File: config.mk
export PLATFORM = sky130hd
export DESIGN_NAME = evt_timer_block
export DESIGN_NICKNAME = d
export VERILOG_FILES = /design/src/rtl/evt_timer_pkg.sv /design/src/rtl/evt_main_counter.sv /design/src/rtl/evt_comparator_timer.sv /design/src/rtl/evt_timer_block.sv
export SDC_FILE = /design/constraint.sdc
export NUM_CORES = 2
export LEC_CHECK = 0
export ABC_AREA = 1
export BUFFER_PORTS_ARGS = -buffer_cell sky130_fd_sc_hd__buf_2
export CAP_MARGIN = 20
export CORE_ASPECT_RATIO = 0.7
export CORE_UTILIZATION = 50
export DETAILED_ROUTE_END_ITERATION = 6
export GPL_ROUTABILITY_DRIVEN = 1
export GPL_TIMING_DRIVEN = 0
export MAX_ROUTING_LAYER = met4
export PLACE_DENSITY_LB_ADDON = 0.1
export REMOVE_ABC_BUFFERS = 1
export SLEW_MARGIN = 40
export SYNTH_ARGS = -nofsm -noshare
export SYNTH_HDL_FRONTEND = slang
export SYNTH_SLANG_ARGS = --single-unit
File: constraint.sdc
create_clock -name clk -period 6.4 [get_ports clk]
set_input_delay 1.28 -clock clk [delete_from_list [all_inputs] [get_ports clk]]
set_output_delay 1.28 -clock clk [all_outputs]
set_load 0.02 [all_outputs]
File: src/rtl/evt_timer_pkg.sv
package evt_timer_pkg;
    typedef enum logic {VS_IDLE, VS_ARMED} vs_state_e;

    localparam int CFG_IE_BIT  = 2;
    localparam int CFG_PER_BIT = 3;
    localparam int CFG_VS_BIT  = 6;
    localparam int CFG_M32_BIT = 8;
endpackage

File: src/rtl/evt_main_counter.sv
module evt_main_counter #(
    parameter int W = 64
) (
    input  logic         clk,
    input  logic         rst_n,
    input  logic         en,
    input  logic         wr,
    input  logic [W-1:0] wdata,
    output logic [W-1:0] cnt
);
    always_ff @(posedge clk or negedge rst_n) begin
        if (!rst_n)   cnt <= '0;
        else if (wr)  cnt <= wdata;
        else if (en)  cnt <= cnt + 1'b1;
    end

    assert_count_step_R2: assert property (@(posedge clk) disable iff (!rst_n)
        en && !wr |=> cnt == $past(cnt) + 1'b1);
    assert_halt_hold_R2: assert property (@(posedge clk) disable iff (!rst_n)
        !en && !wr |=> $stable(cnt));
endmodule

File: src/rtl/evt_comparator_timer.sv
module evt_comparator_timer
    import evt_timer_pkg::*;
#(
    parameter int W = 64
) (
    input  logic         clk,
    input  logic         rst_n,
    input  logic         g_en,
    input  logic [W-1:0] cnt,
    input  logic         cfg_wr,
    input  logic         cmp_wr,
    input  logic [W-1:0] wdata,
    input  logic         st_clr,
    output logic [W-1:0] cfg_rd,
    output logic [W-1:0] cmp_rd,
    output logic         status,
    output logic         irq
);
    localparam int HW = W / 2;

    vs_state_e state, state_nx;
    logic ie, per, m32, hit;
    logic [W-1:0] cmp, period, wval;

    always_comb begin
        state_nx = state;
        unique case (state)
            VS_IDLE:  if (cfg_wr && wdata[CFG_VS_BIT]) state_nx = VS_ARMED;
            VS_ARMED: if (cmp_wr || (cfg_wr && !wdata[CFG_VS_BIT])) state_nx = VS_IDLE;
            default:  state_nx = VS_IDLE;
        endcase
    end

    always_ff @(posedge clk or negedge rst_n) begin
        if (!rst_n) state <= VS_IDLE;
        else        state <= state_nx;
    end

    assign wval = m32 ? {{HW{1'b0}}, wdata[HW-1:0]} : wdata;
    assign hit  = g_en && (m32 ? (cnt[HW-1:0] == cmp[HW-1:0]) : (cnt == cmp));

    always_ff @(posedge clk or negedge rst_n) begin
        if (!rst_n) begin
            ie <= 1'b0; per <= 1'b0; m32 <= 1'b0;
            cmp <= '0; period <= '0; status <= 1'b0;
        end else begin
            if (cfg_wr) begin
                ie  <= wdata[CFG_IE_BIT];
                per <= wdata[CFG_PER_BIT];
                m32 <= wdata[CFG_M32_BIT];
            end
            if (cmp_wr) begin
                if (!per || state == VS_ARMED) cmp <= wval;
                if (per || state == VS_ARMED)  period <= wval;
            end else if (hit && per) begin
                if (m32) cmp <= {{HW{1'b0}}, cmp[HW-1:0] + period[HW-1:0]};
                else     cmp <= cmp + period;
            end
            if (hit)         status <= 1'b1;
            else if (st_clr) status <= 1'b0;
        end
    end

    always_comb begin
        cfg_rd = '0;
        cfg_rd[CFG_IE_BIT]  = ie;
        cfg_rd[CFG_PER_BIT] = per;
        cfg_rd[CFG_VS_BIT]  = (state == VS_ARMED);
        cfg_rd[CFG_M32_BIT] = m32;
        cmp_rd = cmp;
        irq    = g_en & ie & status;
    end

    assert_period_only_R5: assert property (@(posedge clk) disable iff (!rst_n)
        per && state == VS_IDLE && cmp_wr |=> $stable(cmp));
    assert_setval_clear_R6: assert property (@(posedge clk) disable iff (!rst_n)
        state == VS_ARMED && cmp_wr && !cfg_wr |=> state == VS_IDLE);
    assert_trunc_R8: assert property (@(posedge clk) disable iff (!rst_n)
        cmp_wr && m32 && !cfg_wr |=> cmp[W-1:HW] == '0);
    assert_match_status_R7: assert property (@(posedge clk) disable iff (!rst_n)
        hit |=> status);
endmodule

File: src/rtl/evt_timer_block.sv
module evt_timer_block
    import evt_timer_pkg::*;
#(
    parameter int NT = 3,
    parameter int W  = 64,
    parameter int AW = 12
) (
    input  logic          clk,
    input  logic          rst_n,
    input  logic [AW-1:0] bus_addr,
    input  logic          bus_wr,
    input  logic [W-1:0]  bus_wdata,
    output logic [W-1:0]  bus_rdata,
    output logic [NT-1:0] irq
);
    localparam logic [AW-1:0] A_GCFG   = AW'(12'h010);
    localparam logic [AW-1:0] A_STAT   = AW'(12'h020);
    localparam logic [AW-1:0] A_MAIN   = AW'(12'h0F0);
    localparam logic [AW-1:0] A_TBASE  = AW'(12'h100);
    localparam int            SHIFT    = 5;
    localparam logic [4:0]    OFF_CFG  = 5'h00;
    localparam logic [4:0]    OFF_CMP  = 5'h08;

    logic          g_en;
    logic [W-1:0]  cnt;
    logic [AW-1:0] t_off;
    logic [AW-SHIFT-1:0] t_idx;
    logic          in_tmr;
    logic [NT-1:0] cfg_wr, cmp_wr, status;
    logic [W-1:0]  cfg_rd [NT];
    logic [W-1:0]  cmp_rd [NT];

    assign t_off  = bus_addr - A_TBASE;
    assign t_idx  = t_off[AW-1:SHIFT];
    assign in_tmr = (bus_addr >= A_TBASE) && (int'(t_idx) < NT);

    always_ff @(posedge clk or negedge rst_n) begin
        if (!rst_n)                           g_en <= 1'b0;
        else if (bus_wr && bus_addr == A_GCFG) g_en <= bus_wdata[0];
    end

    evt_main_counter #(.W(W)) i_cnt (
        .clk(clk), .rst_n(rst_n), .en(g_en),
        .wr(bus_wr && bus_addr == A_MAIN), .wdata(bus_wdata), .cnt(cnt)
    );

    for (genvar n = 0; n < NT; n++) begin : g_tmr
        assign cfg_wr[n] = bus_wr && in_tmr && int'(t_idx) == n && t_off[SHIFT-1:0] == OFF_CFG;
        assign cmp_wr[n] = bus_wr && in_tmr && int'(t_idx) == n && t_off[SHIFT-1:0] == OFF_CMP;
        evt_comparator_timer #(.W(W)) i_tmr (
            .clk(clk), .rst_n(rst_n), .g_en(g_en), .cnt(cnt),
            .cfg_wr(cfg_wr[n]), .cmp_wr(cmp_wr[n]), .wdata(bus_wdata),
            .st_clr(bus_wr && bus_addr == A_STAT && bus_wdata[n]),
            .cfg_rd(cfg_rd[n]), .cmp_rd(cmp_rd[n]),
            .status(status[n]), .irq(irq[n])
        );
    end

    always_comb begin
        bus_rdata = '0;
        if (bus_addr == A_GCFG)      bus_rdata = {{(W-1){1'b0}}, g_en};
        else if (bus_addr == A_STAT) bus_rdata = W'(status);
        else if (bus_addr == A_MAIN) bus_rdata = cnt;
        else if (in_tmr) begin
            for (int n = 0; n < NT; n++) begin
                if (int'(t_idx) == n) begin
                    if (t_off[SHIFT-1:0] == OFF_CFG) bus_rdata = cfg_rd[n];
                    if (t_off[SHIFT-1:0] == OFF_CMP) bus_rdata = cmp_rd[n];
                end
            end
        end
    end

    assert_irq_quiet_R3: assert property (@(posedge clk) disable iff (!rst_n)
        bus_wr && bus_addr == A_GCFG && !bus_wdata[0] |=> irq == '0);
endmodule

==> impl_metrics.json <==
{
  "run_status": "complete, but fails checks",
  "failing_checks": "DRC",
  "worst_r2r_startpoint": "i_cnt.cnt[56]$_DFFE_PN0P_",
  "critical_path.most_common_cell": "sky130_fd_sc_hd__o21ai_0",
  "part_of_the_total_power_dissipated_in_the_clock_network_pct": 46.9,
  "synth.cell_area_mm2": 0.0458,
  "layoutNonFillerInstCount": 9086,
  "total_gr_overflow": 0,
  "p_comb_share_pct": 10.7,
  "final_critical_path_setup_slack_ns": 0.610,
  "ys_seq_area_share_pct": 25.3,
  "synth_edf_count": 0,
  "setup.reg_to_reg.worst_slack_ns": 2.50,
  "grt_start_max_net_pins": 79,
  "finalCriticalPeriod_ns": 5.79,
  "route.detailed.wl_per_inst_um": 24.7,
  "synth.yosys.warnings": 0,
  "cts_setup_buffers": 0,
  "intPower_w": 0.00504,
  "place_ws_ns": 0.309,
  "floorplan.die.width_um": 364,
  "first_global_vias": 49700,
  "most_frequent_cells_in_the_layout": "3116 x sky130_fd_sc_hd__nand2_1, 1267 x sky130_fd_sc_hd__inv_1, 599 x sky130_fd_sc_hd__nor2_1, 552 x sky130_fd_sc_hd__nand3_1, 461 x sky130_fd_sc_hd__dfrtp_1",
  "critPathCaptureType": "output port",
  "critPathArrivalTime_ns": 4.51,
  "htree_levels": 2,
  "grtUsageTotal_pct": 48.8,
  "async_reset_ff_share_pct": 100,
  "io_pins": 146,
  "vias": 53700,
  "cts.sinks": 464,
  "cp_max_fo": 63,
  "crit_required_ns": 5.12,
  "port_buffers": 145,
  "ys.flop_type": "sky130_fd_sc_hd__dfrtp_1",
  "placement_rows": 92,
  "setup-violations-final": 0,
  "grt_pass1_wl_um": 323000,
  "rsz0062_at_grt": "no",
  "worstHoldEndpoint": "g_tmr[1].i_tmr.period[42]$_DFFE_PN0P_",
  "layout-area-overhead-vs-synth_pct": 8.29,
  "maxCapViolCount": 0,
  "hold_viol_final": 0,
  "crit_path_max_incr_delay_ns": 0.75,
  "worstSetupStartpointType": "input port",
  "cts.repair.resized": 0,
  "globalplace.congestion": 1.18,
  "timing.critical_path.buf_inv": 5,
  "power_density_cells_mw_per_mm2": 146,
  "postCtsHoldBufs": 0,
  "yosysUniqueCellTypes": 51,
  "r2r.worst_path.cells": 11,
  "worstMarginPinSlew_ns": 0.896,
  "clock-root-buffer": "sky130_fd_sc_hd__clkbuf_16",
  "worst_slew_margin_rel_pct": 40.3,
  "dpl.hpwl_um": 183000,
  "power.static_leakage_nw": 27.6,
  "cts.reportedPaths.clkPinSlew_ns": 0.06,
  "die_y_um": 255,
  "timing_worst_setup_path_type": "in2out",
  "post_drt_via_cell_ratio": 5.91,
  "post_synth_inst_count": 7828,
  "worst_path_dominant_cell_family": "buffers and inverters",
  "remaining_drc_errors": 5,
  "n_fill_cell": 9119,
  "initial_core_utilization_pct": 50.7,
  "min_from": "g_tmr[1].i_tmr.period[42]$_DFFE_PN0P_",
  "timing.fmax_ghz": 0.173,
  "antenna_found_initial": 13,
  "drt_iter0_drc": 7721,
  "final_max_slew_viol_count": 0,
  "sequentialPowerShare_pct": 42.3,
  "peakVddDrop_mv": 0.206,
  "fin_setup_tns_ns": 0,
  "antenna_left": 0,
  "slowest_cp_cell": "sky130_fd_sc_hd__inv_4",
  "placed_cells": 8975,
  "final_nets": 8084,
  "min_period_over_period_pct": 90.5,
  "layout_commonest_cell": "sky130_fd_sc_hd__nand2_1",
  "worstHoldPathType": "reg2reg",
  "die_area_mm2": 0.0929,
  "cts_tree": "built",
  "average_cell_area_after_synthesis_um2": 5.86,
  "clock_insertion_delay_worst_skew_ns": 0.68,
  "tritonroute_pass_1_iters": 7,
  "p_switching_w": 0.00223,
  "wl_um": 225000,
  "core_area_mm2": 0.0904,
  "cts-root-to-sink-buffers": 3,
  "timing.rr.end": "g_tmr[0].i_tmr.cmp_rd[56]$_DFFE_PN0P_",
  "numCtsBuffers": 54,
  "finClkSkew_ns": 0.0313,
  "sw_frac_of_total_pct": 30.6,
  "hold_path_stages": 2,
  "postSynthRegisterBits": 464,
  "worstPathCellList": "buf_2 > inv_1 > ha_1 > inv_1 > nand2_1 > nand2_1 > nor2_1 > nand3_1 > inv_4 > o21ai_0 > o21ai_0 > o21ai_0 > o21ai_1 > buf_2",
  "drive_above_1_share_pct": 4.98
}
-- synthesized netlist by cell type (all sizes together) (75+ instances only) --
cell / number / area share, %
nor2: 607 / 5.0
o31ai: 98 / 1.9
nand3: 560 / 6.2
buf: 134 / 1.7
nor3: 75 / 0.82
dfrtp: 464 / 25
inv: 1283 / 11
ha: 193 / 5.3
o21ai: 334 / 3.7
a21oi: 142 / 1.6
nand2: 3126 / 26
o22ai: 82 / 1.1
xnor2: 116 / 2.2
clkbuf: 126 / 1.0
xor2: 87 / 1.7
nand4: 129 / 1.8
-- cells by family (layout without fill, tap and decap cells) --
kind of cell	Yosys count	in the layout	synth area share, %
simple gates	4621	4621	41.3
buf+inv	1550	1576	13.3
compound gates	794	794	10.7
flops	464	464	25.3
xor+xnor	203	203	3.88
fa+ha+maj	196	196	5.40
other cells	0	10	0
-- worst max-delay path by stage --
stage,to,from,depth (start not counted)
2_1_floorplan,bus_rdata[0],bus_addr[9],13
3_3_place_gp,g_tmr[2].i_tmr.cmp_rd[63]$_DFFE_PN0P_,bus_addr[8],14
3_5_place_dp,g_tmr[1].i_tmr.cmp_rd[49]$_DFFE_PN0P_,bus_addr[8],14
4_1_cts,bus_rdata[0],bus_addr[9],19
5_1_grt,g_tmr[1].i_tmr.cmp_rd[43]$_DFFE_PN0P_,bus_addr[8],14
6_report,bus_rdata[8],bus_addr[9],14
-- registers in the layout, summed over array words and instances, names as in the netlist --
register,flops
g_en,1
g_tmr.i_tmr.cmp_rd,192
g_tmr.i_tmr.ie,3
g_tmr.i_tmr.m32,3
g_tmr.i_tmr.per,3
g_tmr.i_tmr.period,192
g_tmr.i_tmr.state,3
g_tmr.i_tmr.status,3
i_cnt.cnt,64
-- metal layers --
layer | part of all wire (%) | global-route usage, %
met5 | 0 | -
met1 | 40 | 63.4
met4 | 5.0 | 20.6
met3 | 16 | 19.8
met2 | 39 | 66.2
-- area by class of cell --
class                           count  area (µm²)  area share (%)
Multi-Input combinational cell   5814       28200            56.9
Sequential cell                   464       11600            23.4
Inverter                         1290        4880            9.83
Tap cell                         1222        1530            3.08
Timing Repair Buffer              185        1460            2.94
Clock buffer                       65        1440            2.91
Clock inverter                     36         449           0.905
Antenna cell                       10        25.0          0.0504
-- worst register-to-register path, stage by stage, from the launching register on --
cell,delay [ns]
sky130_fd_sc_hd__dfrtp_1,0.62
sky130_fd_sc_hd__xnor2_1,0.18
sky130_fd_sc_hd__nand2_1,0.13
sky130_fd_sc_hd__nor2_1,0.19
sky130_fd_sc_hd__nand2_1,0.09
sky130_fd_sc_hd__nor2_1,0.26
sky130_fd_sc_hd__nand2_1,0.28
sky130_fd_sc_hd__a21oi_2,0.31
sky130_fd_sc_hd__nand4_4,0.64
sky130_fd_sc_hd__nand2_4,0.85
sky130_fd_sc_hd__nand2_1,0.20
sky130_fd_sc_hd__nand2_1,0.09
-- power groups by stage --
stage	sequential (W)	clock (W)	combinational, W
floorplan	0.00306	0	0.000340
detailed placement	0.00311	0	0.000718
global placement	0.00311	0	0.000698
finish	0.00308	0.00341	0.000780
global route	0.00307	0.00350	0.000810
CTS	0.00306	0.00338	0.000721
-- stage by stage --
step           cell area, µm²  total power, W  utilization (%)  hold WS, ns
2_1_floorplan           44600         0.00340                -        0.453
3_3_place_gp            46800         0.00381             51.8        0.467
3_5_place_dp            47700         0.00383             52.8        0.474
4_1_cts                 49600         0.00716             54.9        0.490
5_1_grt                 49600         0.00737             54.9        0.503
6_report                49700         0.00726             54.9        0.490
Note: power is estimated with default switching activity, not from simulation.
